File: config.mk
export PLATFORM = sky130hd
export DESIGN_NAME = resv_monitor
export DESIGN_NICKNAME = d
export VERILOG_FILES = /design/src/rtl/resv_pkg.sv /design/src/rtl/resv_cmp.sv /design/src/rtl/resv_age.sv /design/src/rtl/resv_monitor.sv
export SDC_FILE = /design/constraint.sdc
export NUM_CORES = 1
export LEC_CHECK = 0
export BUFFER_PORTS_ARGS = -buffer_cell sky130_fd_sc_hd__buf_2
export CAP_MARGIN = 20
export CORE_ASPECT_RATIO = 1.5
export CORE_MARGIN = 2
export CORE_UTILIZATION = 54
export CTS_CLUSTER_DIAMETER = 120
export DETAILED_ROUTE_END_ITERATION = 16
export PLACE_DENSITY = 0.75
export SLEW_MARGIN = 20
export SYNTH_ARGS = -nofsm -noshare
export SYNTH_HDL_FRONTEND = slang
export SYNTH_HIERARCHICAL = 1
export SYNTH_SLANG_ARGS = --single-unit
File: constraint.sdc
create_clock -name clk -period 2.6 [get_ports clk]
set_input_delay 0.26 -clock clk [delete_from_list [all_inputs] [get_ports clk]]
set_output_delay 0.26 -clock clk [all_outputs]
set_load 0.01 [all_outputs]
File: src/rtl/resv_pkg.sv
package resv_pkg;

    typedef enum logic [2:0] {
        RK_IDLE,
        RK_READ,
        RK_LL,
        RK_STORE,
        RK_SC
    } req_kind_e;

    function automatic req_kind_e classify(input logic v, input logic w, input logic l);
        if (!v)     return RK_IDLE;
        if (w && l) return RK_SC;
        if (w)      return RK_STORE;
        if (l)      return RK_LL;
        return RK_READ;
    endfunction

endpackage

File: src/rtl/resv_cmp.sv
module resv_cmp #(
    parameter int ENTRIES = 4,
    parameter int GW      = 28,
    parameter int CTX_W   = 3
) (
    input  logic [ENTRIES-1:0]            valid,
    input  logic [ENTRIES-1:0][GW-1:0]    gran,
    input  logic [ENTRIES-1:0][CTX_W-1:0] ctx,
    input  logic [GW-1:0]                 req_gran,
    input  logic [CTX_W-1:0]              req_ctx,
    output logic [ENTRIES-1:0]            addr_hit,
    output logic [ENTRIES-1:0]            ctx_hit
);
    for (genvar i = 0; i < ENTRIES; i++) begin : g_lane
        assign addr_hit[i] = valid[i] && (gran[i] == req_gran);
        assign ctx_hit[i]  = valid[i] && (ctx[i] == req_ctx);
    end
endmodule

File: src/rtl/resv_age.sv
module resv_age #(
    parameter int ENTRIES = 4,
    parameter int IDX_W   = 2
) (
    input  logic               clk,
    input  logic               rst_n,
    input  logic [ENTRIES-1:0] valid,
    input  logic               alloc_en,
    input  logic [IDX_W-1:0]   alloc_idx,
    output logic [ENTRIES-1:0] oldest
);
    // older[i][j] = 1 : entry i was allocated before entry j
    typedef struct packed {
        logic [ENTRIES-1:0][ENTRIES-1:0] older;
    } age_t;

    age_t age_d, age_q;

    always_comb begin
        age_d = age_q;
        if (alloc_en) begin
            for (int j = 0; j < ENTRIES; j++) begin
                if (IDX_W'(j) != alloc_idx) begin
                    age_d.older[alloc_idx][j] = 1'b0;
                    age_d.older[j][alloc_idx] = 1'b1;
                end
            end
        end
    end

    always_comb begin
        for (int i = 0; i < ENTRIES; i++) begin
            oldest[i] = valid[i];
            for (int j = 0; j < ENTRIES; j++) begin
                if (j != i && valid[j] && !age_q.older[i][j]) oldest[i] = 1'b0;
            end
        end
    end

    always_ff @(posedge clk or negedge rst_n) begin
        if (!rst_n) age_q <= '0;
        else        age_q <= age_d;
    end

    AST_OLDEST_UNIQUE: assert property (@(posedge clk) disable iff (!rst_n)
        (&valid) |-> ($countones(oldest) == 1));

endmodule

File: src/rtl/resv_monitor.sv
module resv_monitor
    import resv_pkg::*;
#(
    parameter int ADDR_W    = 32,
    parameter int GRAN_BITS = 4,
    parameter int CPU_W     = 2,
    parameter int THR_W     = 1,
    parameter int ENTRIES   = 4
) (
    input  logic              clk,
    input  logic              rst_n,
    input  logic              req_valid,
    input  logic              req_write,
    input  logic              req_locked,
    input  logic [ADDR_W-1:0] req_addr,
    input  logic [CPU_W-1:0]  req_cpu,
    input  logic [THR_W-1:0]  req_thread,
    output logic              wr_en,
    output logic              sc_ok
);
    localparam int GW    = ADDR_W - GRAN_BITS;
    localparam int CTX_W = CPU_W + THR_W;
    localparam int IDX_W = (ENTRIES > 1) ? $clog2(ENTRIES) : 1;

    typedef struct packed {
        logic [ENTRIES-1:0]            valid;
        logic [ENTRIES-1:0][GW-1:0]    gran;
        logic [ENTRIES-1:0][CTX_W-1:0] ctx;
    } tbl_t;

    tbl_t tbl_d, tbl_q;

    logic [GW-1:0]      req_gran;
    logic [CTX_W-1:0]   req_ctx;
    logic [ENTRIES-1:0] addr_hit, ctx_hit, oldest;
    logic               alloc_en;
    logic [IDX_W-1:0]   alloc_idx;
    req_kind_e          kind;

    assign req_gran = req_addr[ADDR_W-1:GRAN_BITS];
    assign req_ctx  = {req_cpu, req_thread};
    assign kind     = classify(req_valid, req_write, req_locked);

    resv_cmp #(.ENTRIES(ENTRIES), .GW(GW), .CTX_W(CTX_W)) u_cmp (
        .valid    (tbl_q.valid),
        .gran     (tbl_q.gran),
        .ctx      (tbl_q.ctx),
        .req_gran (req_gran),
        .req_ctx  (req_ctx),
        .addr_hit (addr_hit),
        .ctx_hit  (ctx_hit)
    );

    resv_age #(.ENTRIES(ENTRIES), .IDX_W(IDX_W)) u_age (
        .clk       (clk),
        .rst_n     (rst_n),
        .valid     (tbl_q.valid),
        .alloc_en  (alloc_en),
        .alloc_idx (alloc_idx),
        .oldest    (oldest)
    );

    logic             own_hit;
    logic             free_any, ctx_any;
    logic [IDX_W-1:0] free_idx, ctx_idx, old_idx, tgt_idx;

    always_comb begin
        own_hit  = |(addr_hit & ctx_hit);
        free_any = 1'b0;
        ctx_any  = 1'b0;
        free_idx = '0;
        ctx_idx  = '0;
        old_idx  = '0;
        for (int i = ENTRIES - 1; i >= 0; i--) begin
            if (!tbl_q.valid[i]) begin
                free_any = 1'b1;
                free_idx = IDX_W'(i);
            end
            if (ctx_hit[i]) begin
                ctx_any = 1'b1;
                ctx_idx = IDX_W'(i);
            end
            if (oldest[i]) old_idx = IDX_W'(i);
        end
        tgt_idx = free_any ? free_idx : old_idx;
    end

    always_comb begin
        tbl_d     = tbl_q;
        wr_en     = 1'b0;
        sc_ok     = 1'b0;
        alloc_en  = 1'b0;
        alloc_idx = tgt_idx;
        unique case (kind)
            RK_STORE: begin
                wr_en       = 1'b1;
                tbl_d.valid = tbl_q.valid & ~addr_hit;
            end
            RK_SC: begin
                wr_en       = own_hit;
                sc_ok       = own_hit;
                tbl_d.valid = tbl_q.valid & ~addr_hit;
            end
            RK_LL: begin
                if (ctx_any) begin
                    tbl_d.gran[ctx_idx] = req_gran;
                end else begin
                    alloc_en              = 1'b1;
                    tbl_d.valid[tgt_idx]  = 1'b1;
                    tbl_d.gran[tgt_idx]   = req_gran;
                    tbl_d.ctx[tgt_idx]    = req_ctx;
                end
            end
            default: ;
        endcase
    end

    always_ff @(posedge clk or negedge rst_n) begin
        if (!rst_n) tbl_q <= '0;
        else        tbl_q <= tbl_d;
    end

    AST_NO_WRITE_IDLE: assert property (@(posedge clk) disable iff (!rst_n)
        !(req_valid && req_write) |-> (!wr_en && !sc_ok));

    AST_PLAIN_STORE: assert property (@(posedge clk) disable iff (!rst_n)
        (req_valid && req_write && !req_locked) |-> (wr_en && !sc_ok));

    AST_SC_GATE: assert property (@(posedge clk) disable iff (!rst_n)
        (req_valid && req_write && req_locked) |-> (wr_en == sc_ok));

    AST_SC_CONSUMES: assert property (@(posedge clk) disable iff (!rst_n)
        sc_ok |=> ($countones(tbl_q.valid) < $past($countones(tbl_q.valid))));

    AST_LL_OCCUPIES: assert property (@(posedge clk) disable iff (!rst_n)
        (req_valid && !req_write && req_locked) |=> (tbl_q.valid != '0));

    for (genvar i = 0; i < ENTRIES; i++) begin : g_chk
        AST_STORE_CLEARS: assert property (@(posedge clk) disable iff (!rst_n)
            (req_valid && req_write) |=>
            !(tbl_q.valid[i] && tbl_q.gran[i] == $past(req_addr[ADDR_W-1:GRAN_BITS])));
        for (genvar j = i + 1; j < ENTRIES; j++) begin : g_pair
            AST_ONE_PER_CTX: assert property (@(posedge clk) disable iff (!rst_n)
                (tbl_q.valid[i] && tbl_q.valid[j]) |-> (tbl_q.ctx[i] != tbl_q.ctx[j]));
        end
    end

endmodule

Yosys cells after proc, flatten, opt, wreduce, memory -nomap -nowiden
Cells that the tools add are included.

word-level totals
  input bits = 40
  register bits = 144
  logic and storage cells = 173
  output and inout port bits = 2

cells by class
  bitwise gates (word level) = 17
  reduce and logical (&&, ||, !) cells = 41
  multiplexer cells = 83
  equal/unequal tests = 15
  $lt $le $gt $ge = 4

operator list
  kind                  count
  $bwmux W112           2
  $demux W28 S2         2
  $eq A28 B28 Y1        4
  $mux W112             1
  $mux W16              7
  $and A16 B16 Y16      4
  $not A16 Y16          4
  $mux W28              2
  $mux W1               34
  $demux W4 S2          4
  $mux W3               10
  $mux W2               14
  $logic_and A1 B1 Y1   23
  $or A4 B4 Y4          5
  $bwmux W12            1
  $eq A3 B3 Y1          4
  $logic_not A1 Y1      12
  $and A4 B4 Y4         2
  $mux W4               2
  $pmux W4 S2           1
  $demux W3 S2          1
  $eq A3 B2 Y1 const B  2
  $lt A2 B3 Y1 const B  2
  $ge A2 B1 Y1 const B  2
  12 further kinds      15

Logic depth before layout (Yosys ltp)
  depth in word-level cells = 30
  gate-level depth with buffers = 11
  depth with buffers taken out = 10

Hierarchy
Netlist, hierarchy kept.

by module, submodules not included
  module        instances  cells each  area an instance (um2)  seq. area each (um2)
  resv_monitor  1          321         5142.4                  3203.1
  resv_cmp      1          173         1390.1                  0.0
  resv_age      1          58          553.0                   300.3

Worst setup path before layout
Ideal clock, no wire load.

  kind = register to register
  from = reg tbl_q[124] in the netlist's numbering
  to = reg tbl_q[19] in the netlist's numbering
  stages on the path, launching flop included = 9
  setup slack = 84 ps
  arrival = 2388 ps
  data required time = 2473 ps
  cell sequence = dfrtp_1 > nor2b_1 > nor3_1 > nor2b_1 > o2111ai_2 > nand2_2 > o31ai_4 > buf_6 > mux2_1

on the way
  elaborated cells on any way between the ends = 38
  classes of those cells = order compare: 4; mux: 28; reduce/logical: 6

RTL lines
  what                                                                RTL line             RTL
  start, declared                                                     resv_monitor.sv:31   tbl_t tbl_d, tbl_q;
  start signal, assigned                                              resv_monitor.sv:120  else tbl_q <= tbl_d;
  $logic_and A1 B1 Y1 *                                               resv_age.sv:35       if (j != i && valid[j] && !age_q.older[i][j]) oldest[i] = 1'b0;
  $mux W1 * (3 in series)                                             resv_age.sv:35
  via oldest[2]                                                       resv_monitor.sv:35   logic [ENTRIES-1:0] addr_hit, ctx_hit, oldest;
  $mux W2 * (3 in series)                                             resv_monitor.sv:83   if (oldest[i]) old_idx = IDX_W'(i);
  $mux W2 *                                                           resv_monitor.sv:85   tgt_idx = free_any ? free_idx : old_idx;
  via alloc_idx[0]                                                    resv_monitor.sv:37   logic [IDX_W-1:0] alloc_idx;
  $lt A2 B3 Y1 (not written as such) or $ge A2 B1 Y1 (tied branches)  resv_monitor.sv:110  tbl_d.gran[tgt_idx] = req_gran;
  $logic_and A1 B1 Y1 (not written as such)                           resv_monitor.sv:110
  $mux W28 (not written as such)                                      resv_monitor.sv:110
  $demux W28 S2 *                                                     resv_monitor.sv:110
  $bwmux W112 *                                                       resv_monitor.sv:110
  $mux W112 *                                                         resv_monitor.sv:105  if (ctx_any) begin

The timed path passes the listed nets; every way through them passes the cells marked *.
A chain may end at the register's enable or synchronous reset.

Final worst setup path
  from = reg tbl_q[75] in the netlist's numbering
  to = out wr_en

on the way
  cells in the longest elaborated chain, start to end = 5

ends and longest elaborated chain
  what                 RTL line            RTL
  $eq A28 B28 Y1       resv_cmp.sv:15      assign addr_hit[i] = valid[i] && (gran[i] == req_gran);
  $logic_and A1 B1 Y1  resv_cmp.sv:15
  via addr_hit[2]      resv_monitor.sv:35
  $and A4 B4 Y4        resv_monitor.sv:68  own_hit = |(addr_hit & ctx_hit);
  $reduce_or A4 Y1     resv_monitor.sv:68
  $pmux W1 S2          resv_monitor.sv:94  unique case (kind)
  end, declared        resv_monitor.sv:18  output logic wr_en,

The timed path passes the listed nets, and every way through them passes these cells.

==> impl_metrics.ini <==
[critical_path]
regToRegSetupSlack_ns = 0.05
start_kind = flip-flop
path_delay_family = simple AND/OR/NAND/NOR gates
cp_num_buf_inv = 1
required_ns = 2.34
worstSetupPathType = reg -> out
path_max_fanout = 2
end_kind = output port
crit_slowest_cell = nor4_2
timing.critical_path.slowest_cell_delay_ns = 0.43
cpMostUsedCell = nor4_2
worstPathArrival_ns = 2.44
path_cells = xor2_1 -> nor4_2 -> nand4_1 -> nor4_2 -> a22oi_1 -> a21oi_2 -> or2_2 -> buf_2

[sta]
worst_slack_ns = -0.1032
finalMaxSlewViolations = 0
min_period_ns = 2.703
rsz0062_at_grt = yes
final.setup.tns_ns = -0.1163
clock.fmax_mhz = 369.9
worst_pin_slew_ns = 0.6419
hold_ws_ns = 0.2119
final-setup-viol-count = 2
fin_skew_ns = 0.01130
slew_headroom_pct = 57.21
hold_viol = 0
period_share_pct = 104.0

[layout]
nets = 677
multi_input_area_mm2 = 0.003567
final_layout_size_suffix_gt1_share_pct = 37.29
design_area_mm2 = 0.008508
area_growth_pct = 20.08
fin_util_pct = 66.01
diodes = 0
n_fill_cell = 980
seq_area_mm2 = 0.003503

[synth]
synthCells = 552
ys_top_cells_by_count = dfrtp_1 (140), mux2_2 (90), xor2_1 (84)
synth_top_cells_by_area = dfrtp_1 (49%), mux2_2 (14%), xor2_1 (10%)
yosys.area.top_type = dfrtp_1
synth_edf_count = 0
syn_area_mm2 = 0.007086
async_reset_ff_share_pct = 100.0
synthDominantCellAreaShare_pct = 49.44
syn-num-nets = 593
syn_avg_cell_area_um2 = 12.84
synthMostInstantiatedCell = dfrtp_1
ys_types = 48
synthFlopType = dfrtp_1
ys_seq_area_share_pct = 49.44
yosys_warnings = 6
ys_seq_elements = 140

[placement]
port_buffers = 37
dpl_cell_area_mm2 = 0.007635
place_congestion = 0.8669
dp_slack_ns = 0.08489
hpwl_mm = 10.87

[global_routing]
grt_util_all_layers_pct = 23.31
grt_max_degree = 68
overflow = 0
grt_pass1_vias = 4882
grt_pass1_wl_mm = 25.10
antenna_found_initial = 0

[power]
power_density_mw_per_mm2 = 1106
ir_drop_v = 0.0006767
p_leak_nw = 3.944

[worst_hold_path]
hp-class = in -> reg

[floorplan]
die_width_um = 97.53
ios = 42
die_y_um = 144.3
start_util_pct = 54.97
dieArea_mm2 = 0.01407
core_area_mm2 = 0.01289
rows = 51

[detailed_routing]
num_vias = 4655
drt_pass1_iterations = 4
via_per_inst = 5.761
drc = 0
wl_per_cell_um = 20.49
totalWireLength_mm = 16.55
dr.first_iter.drc_count = 221
ant_nets = 0

[clock_tree]
clock_latency_ns = 0.42
cts_tree = done
cts_num_sinks = 140
cts_buffers = 17
path_clk_slew_ns = 0.06
cts.htree.levels = 4
ctsRootBufferMaster = clkbuf_16
clockBufferDepth = 2

[status]
status = complete, but fails checks
violations = negative setup slack

[job]
max_cap_viol_count = 0
==> state kept, by name, indices dropped and copies added (netlist names), named ones only <==
name,flops
tbl_q,128
u_age/age_q,4
==> cells in the final DEF (no fill, tap or decap), drive strengths merged, types with 2 or more instances in the layout <==
cell type	count
mux2	126
inv	17
a22oi	3
o22ai	4
xor2	84
dfrtp	140
nor3	11
nand3	6
nor2	7
a21oi	8
xnor2	40
clkbuf	23
nand4	12
nor2b	4
buf	73
nor4	21
o21ai	14
clkinvlp	4
nand2	23
nand4b	2
clkinv	4
nand2b	3
==> logic make-up (layout without fill, tap and decap cells) <==
logic type / Yosys count / after routing / share of synthesized area (%)
xor+xnor: 124 / 124 / 15.33
mux: 126 / 126 / 20.66
fa+ha+maj: 1 / 1 / 0.1766
flops: 140 / 140 / 49.44
simple gates: 97 / 97 / 8.194
compound gates: 38 / 38 / 4.061
buf+inv: 26 / 123 / 2.137
==> what timing repair did <==
| action | CTS | global route |
|---|---|---|
| setup buffers | 0 | 9 |
| endpoints found under the hold margin | 65 | 0 |
| pin swaps | 1 | 10 |
| resized for setup | 8 | 21 |
| hold buffers | 1 | 0 |
| cloned | 0 | 4 |
| setup endpoints to repair | 2 | 85 |
==> metrics by stage <==
step | power [mW] | cells
after global routing | 9.931 | 808
after detailed placement | 6.824 | 762
after floorplan | 5.912 | 552
after CTS | 9.188 | 795
after global placement | 6.621 | 762
final | 9.408 | 808
==> final timing paths <==
path / from / to / cells past startpoint
worst max-delay path: tbl_q[75] / wr_en / 8
worst min-delay path: req_addr[27] / tbl_q[35] / 2
worst max register to register: tbl_q[125] / tbl_q[8] / 8
worst min register to register: flip-flop / flip-flop / 2
max in group asynchronous: rst_n / tbl_q[30] / 3
min in group asynchronous: rst_n / tbl_q[55] / 2
==> area by class of cell <==
class	instances	share of cell area [%]
clock buffers	20	5.250
clock inverters	12	1.338
inverters	14	0.6176
multi-input cells	386	41.93
flip-flops and latches	140	41.18
well taps	159	2.338
repair buffers	77	7.353
==> layer usage <==
| layer | GRT usage [%] | up-vias | routed length [µm] | part of all wire [%] |
|---|---|---|---|---|
| li1 | - | 2122 | - | - |
| met1 | 26.06 | 2385 | 6545 | 40 |
| met2 | 42.36 | 111 | 8793 | 53 |
| met3 | 4.398 | 37 | 543 | 3.3 |
| met4 | 11.92 | 0 | 670 | 4.0 |
| met5 | 0 | - | 0 | 0 |
==> power breakdown <==
part           switching (mW)  internal, mW  leakage, nW
Combinational            1.52          1.77         1.93
Clock                   0.928          1.35        0.263
Sequential              0.678          3.17         1.75
Note: power is estimated with default switching activity, not from simulation.
